File: config.mk
export PLATFORM = sky130hd
export DESIGN_NAME = wfg_top
export DESIGN_NICKNAME = d
export VERILOG_FILES = /design/src/rtl/wfg_pkg.sv /design/src/rtl/wfg_tod_track.sv /design/src/rtl/wfg_channel.sv /design/src/rtl/wfg_top.sv
export SDC_FILE = /design/constraint.sdc
export NUM_CORES = 1
export LEC_CHECK = 0
export BUFFER_PORTS_ARGS = -buffer_cell sky130_fd_sc_hd__clkbuf_2
export CAP_MARGIN = 20
export CORE_MARGIN = 4
export CORE_UTILIZATION = 45
export DETAILED_ROUTE_END_ITERATION = 6
export GPL_TIMING_DRIVEN = 0
export MAX_ROUTING_LAYER = met4
export PLACE_DENSITY = 0.7
export SYNTH_ARGS = -nofsm -noshare
export SYNTH_HDL_FRONTEND = slang
export SYNTH_SLANG_ARGS = --single-unit
File: constraint.sdc
create_clock -name clk -period 4.3 [get_ports clk]
set_clock_uncertainty 0.1 [all_clocks]
set_input_delay 0.645 -clock clk [delete_from_list [all_inputs] [get_ports clk]]
set_output_delay 0.645 -clock clk [all_outputs]
set_load 0.005 [all_outputs]
File: src/rtl/wfg_pkg.sv
package wfg_pkg;

    localparam int NS_W = 30;
    localparam logic [NS_W-1:0] NS_PER_SEC = 30'd1_000_000_000;
    localparam logic [NS_W-1:0] MIN_DUR = 30'd6;

    typedef enum logic {
        ACT_IDLE  = 1'b0,
        ACT_CLOCK = 1'b1
    } wfg_act_e;

    typedef enum logic [1:0] {
        MODE_OFF  = 2'd0,
        MODE_CLK  = 2'd1,
        MODE_SYNC = 2'd2
    } wfg_mode_e;

    typedef struct packed {
        logic            act;
        logic            sync;
        logic [NS_W-1:0] hi;
        logic [NS_W-1:0] lo;
    } wfg_cfg_t;

    function automatic logic dur_ok(input logic [NS_W-1:0] d);
        return d > MIN_DUR;
    endfunction

    function automatic wfg_mode_e mode_of(input wfg_cfg_t c);
        wfg_mode_e m;
        m = MODE_OFF;
        if (c.act == ACT_CLOCK) begin
            if (c.sync) begin
                if (dur_ok(c.hi) && c.hi < NS_PER_SEC && c.lo < NS_PER_SEC)
                    m = MODE_SYNC;
            end else if (dur_ok(c.hi) && dur_ok(c.lo)) begin
                m = MODE_CLK;
            end
        end
        return m;
    endfunction

    // True when the phase lies in the half-open interval (prev, cur],
    // taking a rollover of the second into account.
    function automatic logic crossed(input logic [NS_W-1:0] prev,
                                     input logic [NS_W-1:0] cur,
                                     input logic [NS_W-1:0] phase);
        if (prev <= cur)
            return (phase > prev) && (phase <= cur);
        else
            return (phase > prev) || (phase <= cur);
    endfunction

endpackage

File: src/rtl/wfg_tod_track.sv
module wfg_tod_track
    import wfg_pkg::*;
(
    input  logic            clk,
    input  logic            rst,
    input  logic [NS_W-1:0] tod_ns,
    output logic [NS_W-1:0] tod_prev,
    output logic            prev_ok
);

    always_ff @(posedge clk) begin
        if (rst) begin
            tod_prev <= '0;
            prev_ok  <= 1'b0;
        end else begin
            tod_prev <= tod_ns;
            prev_ok  <= 1'b1;
        end
    end

endmodule

File: src/rtl/wfg_channel.sv
module wfg_channel
    import wfg_pkg::*;
#(
    parameter int TICK_NS = 20
) (
    input  logic            clk,
    input  logic            rst,
    input  wfg_cfg_t        cfg,
    input  logic [NS_W-1:0] tod_ns,
    input  logic [NS_W-1:0] tod_prev,
    input  logic            prev_ok,
    output logic            pin_out
);

    localparam int CNT_W = NS_W + 1;
    localparam logic [CNT_W-1:0] STEP = CNT_W'(TICK_NS);

    wfg_mode_e        mode_d, mode_q;
    logic [CNT_W-1:0] cnt_q;
    logic             out_q;
    logic             hit;
    logic [CNT_W-1:0] hi_x, lo_x;

    assign mode_d  = mode_of(cfg);
    assign hit     = prev_ok && crossed(tod_prev, tod_ns, cfg.lo);
    assign hi_x    = {1'b0, cfg.hi};
    assign lo_x    = {1'b0, cfg.lo};
    assign pin_out = out_q;

    always_ff @(posedge clk) begin
        if (rst) begin
            mode_q <= MODE_OFF;
            cnt_q  <= '0;
            out_q  <= 1'b0;
        end else begin
            mode_q <= mode_d;
            unique case (mode_d)
                MODE_CLK: begin
                    if (mode_q != MODE_CLK) begin
                        out_q <= 1'b1;
                        cnt_q <= STEP;
                    end else if (cnt_q >= (out_q ? hi_x : lo_x)) begin
                        out_q <= ~out_q;
                        cnt_q <= STEP;
                    end else begin
                        cnt_q <= cnt_q + STEP;
                    end
                end
                MODE_SYNC: begin
                    if (hit) begin
                        out_q <= 1'b1;
                        cnt_q <= STEP;
                    end else if (mode_q != MODE_SYNC) begin
                        out_q <= 1'b0;
                        cnt_q <= '0;
                    end else if (out_q && cnt_q >= hi_x) begin
                        out_q <= 1'b0;
                    end else if (out_q) begin
                        cnt_q <= cnt_q + STEP;
                    end
                end
                default: begin
                    out_q <= 1'b0;
                    cnt_q <= '0;
                end
            endcase
        end
    end

    // reset leaves the pin low
    a_r1_reset_low: assert property (@(posedge clk) rst |=> !pin_out);

    // idle action drives the pin low
    a_r2_idle_low: assert property (@(posedge clk) disable iff (rst)
        (cfg.act == ACT_IDLE) |=> !pin_out);

    // out-of-range clock settings keep the pin low
    a_r4_bad_clock_low: assert property (@(posedge clk) disable iff (rst)
        (cfg.act == ACT_CLOCK && !cfg.sync && (!dur_ok(cfg.hi) || !dur_ok(cfg.lo)))
        |=> !pin_out);

    // entering clock mode raises the pin at once
    a_r3_enter_high: assert property (@(posedge clk) disable iff (rst)
        (mode_d == MODE_CLK && mode_q != MODE_CLK) |=> pin_out);

    // a phase crossing in sync mode starts a pulse
    a_r5_sync_start: assert property (@(posedge clk) disable iff (rst)
        (mode_d == MODE_SYNC && hit) |=> pin_out);

    // invalid sync settings keep the pin low
    a_r9_bad_sync_low: assert property (@(posedge clk) disable iff (rst)
        (cfg.act == ACT_CLOCK && cfg.sync && cfg.lo >= NS_PER_SEC) |=> !pin_out);

endmodule

File: src/rtl/wfg_top.sv
module wfg_top
    import wfg_pkg::*;
#(
    parameter int N_CH    = 4,
    parameter int TICK_NS = 20
) (
    input  logic                       clk,
    input  logic                       rst,
    input  logic [29:0]                tod_ns,
    input  logic [N_CH-1:0]            cfg_act,
    input  logic [N_CH-1:0]            cfg_sync,
    input  logic [N_CH-1:0][29:0]      high_ns,
    input  logic [N_CH-1:0][29:0]      low_ns,
    output logic [N_CH-1:0]            pin_out
);

    logic [NS_W-1:0] tod_prev;
    logic            prev_ok;

    wfg_tod_track u_track (
        .clk      (clk),
        .rst      (rst),
        .tod_ns   (tod_ns),
        .tod_prev (tod_prev),
        .prev_ok  (prev_ok)
    );

    for (genvar g = 0; g < N_CH; g++) begin : g_ch
        wfg_cfg_t cfg_g;
        assign cfg_g = '{act: cfg_act[g], sync: cfg_sync[g], hi: high_ns[g], lo: low_ns[g]};

        wfg_channel #(.TICK_NS(TICK_NS)) u_ch (
            .clk      (clk),
            .rst      (rst),
            .cfg      (cfg_g),
            .tod_ns   (tod_ns),
            .tod_prev (tod_prev),
            .prev_ok  (prev_ok),
            .pin_out  (pin_out[g])
        );
    end

endmodule

==> summary.md <==
| Metric | Value |
|---|---|
| Clock sinks | `159` |
| Post-route ant nets | `0` |
| Via count of the first global-routing pass | `22600` |
| Comb pwr share | `31.9%` |
| Synth warn | `0` |
| Fin. max-slew vios | `0` |
| R2r startpoint | `g_ch[3].u_ch.pin_out$_SDFFE_PP0P_` |
| Yosys cell types | `101` |
| Tcrit/Tclk final | `97.4%` |
| Number of max-cap violations | `0` |
| WL/cell | `23.7 µm` |
| Prevailing post-synth register cell | `dfxtp_1` |
| # DRC | `0` |
| Reg clk slew, reported paths | `70 ps` |
| Drt first-iter violations | `2022` |
| CP Capture Point | `g_ch[2].u_ch.cnt_q[17]$_SDFFE_PP0P_` |
| R2r setup slk | `190 ps` |
| Status | `completed` |
| Core area | `0.0467 mm²` |
| Leak | `11.4 nW` |
| Final Total Pwr | `4.56 mW` |
| Number of enable flip-flop cells after synthesis | `0` |
| Mapped Cells | `2712` |
| Clock buffer count from CTS | `17` |
| Synth-to-Final Area Change | `13.3%` |
| WS Path Type | `in -> reg` |
| Final TNS setup | `0 ps` |
| Max H-tree Level | `4` |
| Layout Utilization | `51.7%` |
| Layout cell share with drive strength beyond 1 | `13.4%` |
| Critical Path RT | `4560 ps` |
| Psw | `1.70 mW` |
| Initial antenna violation count | `1` |
| Clk root buf | `clkbuf_16` |
| Clock power frac | `34.8%` |
| First-pass GRT wire length | `128000 µm` |
| FILL cells | `4484` |
| Sequential fraction of the synthesis area | `15.0%` |
| Hold_buf cts | `0` |
| I/O pins | `284` |
| Fmax achieved | `239 MHz` |
| Cells on worst reg2reg path | `15` |
| Vias/cell | `6.46` |
| Place WS | `-786 ps` |
| Syn_area_per_cell | `7.85 µm²` |
| Reg2reg end | `g_ch[3].u_ch.cnt_q[28]$_SDFFE_PP0P_` |
| CTS Buffer Depth | `2` |
| Switching portion of total power | `37.3%` |
| Nets@finish | `3797` |
| Synth async-reset ratio | `0%` |
| Via Count | `23500` |
| TritonCTS clock tree | `done` |
| Crit path capture type | `register` |
| Startpoint types | `input port` |
| Maximum VDD drop | `0.177 mV` |
| GRT Util Overall | `33.4%` |
| Worst-skew pair later-pin latency | `480 ps` |
| Starting Density | `45.6%` |
| Die Area | `0.0509 mm²` |
| Sequential power share | `33.3%` |
| Slew @ Worst Pin | `1140 ps` |
| Post-detail-place hpwl | `68700 µm` |
| Routed wire length | `86100 µm` |
| Mapped Area | `0.0213 mm²` |
| Gr ovfl total | `0` |
| Die W | `226 µm` |
| Max-slew headroom | `23.7%` |
| P_int | `2.86 mW` |
| Std cell rows | `79` |
| Final Hold Viols | `0` |
| Crit path DAT | `4450 ps` |
| Yosys reg bits | `159` |
| Worst hold path class | `in -> reg` |
| Tmin final | `4190 ps` |
| Peak fanout along the critical path | `10` |
| Net Count, Synth | `3498` |
| Power density over the cells | `189 mW/mm²` |
| Final setup margin | `112 ps` |
| Die Y-Extent | `226 µm` |
| Placer congestion estimate | `1.01` |
| Crit path from | `high_ns[88]` |
| DR pass1 iterations | `6` |
| RSZ-0062 raised after global routing | `no` |
| Buffers on Ports | `282` |
| Largest net degree at the start of global routing | `17` |
| Number of setup violations in the final report | `0` |
[worst min-delay path by stage]
stage | start | endpoint | slack, ps | cells after the start
after floorplan | g_ch[3].u_ch.cnt_q[30]$_SDFFE_PP0P_ | g_ch[3].u_ch.cnt_q[30]$_SDFFE_PP0P_ | 360 | 2
after global placement | g_ch[0].u_ch.cnt_q[3]$_SDFFE_PP0P_ | g_ch[0].u_ch.cnt_q[3]$_SDFFE_PP0P_ | 410 | 2
after detailed placement | g_ch[1].u_ch.cnt_q[22]$_SDFFE_PP0P_ | g_ch[1].u_ch.cnt_q[22]$_SDFFE_PP0P_ | 410 | 1
after CTS | cfg_sync[0] | g_ch[0].u_ch.mode_q[0]$_SDFF_PP0_ | 380 | 4
after global routing | cfg_sync[0] | g_ch[0].u_ch.mode_q[0]$_SDFF_PP0_ | 390 | 4
final | cfg_sync[0] | g_ch[0].u_ch.mode_q[0]$_SDFF_PP0_ | 380 | 4
[sequential cells by signal (all words and copies together) (netlist names)]
register and flops:
g_ch.u_ch.pin_out 4, g_ch.u_ch.cnt_q 116, u_track.tod_prev 30, g_ch.u_ch.mode_q 8
u_track.prev_ok 1
[Yosys cell counts (16+ instances only)]
library cell  instances  share of area [%]
clkbuf_1             23               0.41
nor3_1               54                1.3
a221oi_1             17               0.70
a21o_1               57                2.0
o21ai_0             146                3.4
and3_1               44                1.3
nand4_1             102                3.0
nand2_1             220                3.9
dfxtp_1             159                 15
nor2_1              164                2.9
nor3b_1              23               0.81
o31ai_1              17               0.60
ha_1                506                 30
a21oi_1             228                5.4
nand3_1             107                2.5
or3_1                21               0.62
nand2b_1             16               0.47
o21ai_1              53                1.2
inv_1               238                4.2
nor4_1               66                1.9
a211oi_1             30                1.1
mux2i_1             117                5.5
[per-layer routing]
metal	track usage [%]	up-vias	part of all wire (%)
li1	-	10900	-
met1	41.3	11100	41
met2	52.7	1212	45
met3	5.55	310	8.7
met4	16.9	0	6.0
met5	-	-	0
[critical path: stages]
cell and delay [ps]:
clkbuf_2 120, nor3_1 570, nand4_1 200, o21ai_0 640, nor3_1 130, o21ai_0 240, inv_1 90, ha_1 210
nand3b_1 240, o22ai_1 130, a211o_2 450, and2_1 180, buf_2 160, buf_6 150, a22oi_1 180, o41ai_2 100
[placed cells by master, fill, tap and decap left out, types with 17 or more instances in the layout]
cell	netlist	routed
a211oi_1	30	30
inv_1	238	238
nor3_1	54	54
or3_1	21	21
o31ai_1	17	17
nand2_1	220	220
clkbuf_16	0	17
clkbuf_2	0	284
a21o_1	57	57
o21ai_1	53	53
a21oi_1	228	228
nor3b_1	23	23
ha_1	506	506
mux2i_1	117	117
nor4_1	66	65
o21ai_0	146	146
a221oi_1	17	17
nand3_1	107	107
nor2_1	164	164
and3_1	44	44
nand4_1	102	102
dfxtp_1	159	158
[what timing repair did]
item,CTS,global route
setup buffers,0,1
endpoints found under the setup margin,114,94
pin swaps,0,1
resized for setup,17,18
[power by group through the flow]
stage               combinational, mW  sequential, mW  clock (mW)
CTS                              1.42            1.51        1.58
global placement                 1.34            1.55           0
detailed placement               1.41            1.55           0
finish                           1.45            1.52        1.59
global route                     1.60            1.52        1.64
floorplan                       0.797            1.54           0
[logic make-up (layout without fill, tap and decap cells)]
| logic type | Yosys count | count (layout) | share of synthesized area (%) |
|---|---|---|---|
| muxes | 119 | 119 | 5.61 |
| and+or+nand+nor | 907 | 907 | 22.2 |
| other | 0 | 1 | 0 |
| AOI/OAI and AO/OA | 708 | 708 | 21.3 |
| adders and majority gates | 510 | 510 | 29.9 |
| buffers and inverters | 296 | 608 | 5.55 |
| xor gates and xnor gates | 13 | 13 | 0.535 |
| DFF | 159 | 159 | 15.0 |
[metrics by stage]
stage                     area, µm²  hold WS, ps  instances
after detailed placement      23500          413       3601
after global placement        23500          406       3601
after floorplan               21300          361       2712
after CTS                     24100          376       3633
final                         24100          379       3632
after global routing          24100          388       3632
[cell type report]
type / count / area (µm²) / share of cell area [%]
buffer: 54 / 312 / 1.29
tap: 607 / 759 / 3.15
antenna: 1 / 2.50 / 0.0104
multi-input combinational: 2257 / 17000 / 70.3
inverter: 239 / 897 / 3.72
sequential: 159 / 3180 / 13.2
clock inverter: 13 / 126 / 0.524
timing repair buffer: 283 / 1420 / 5.88
clock buffer: 19 / 453 / 1.88
Note: power is estimated with default switching activity, not from simulation.
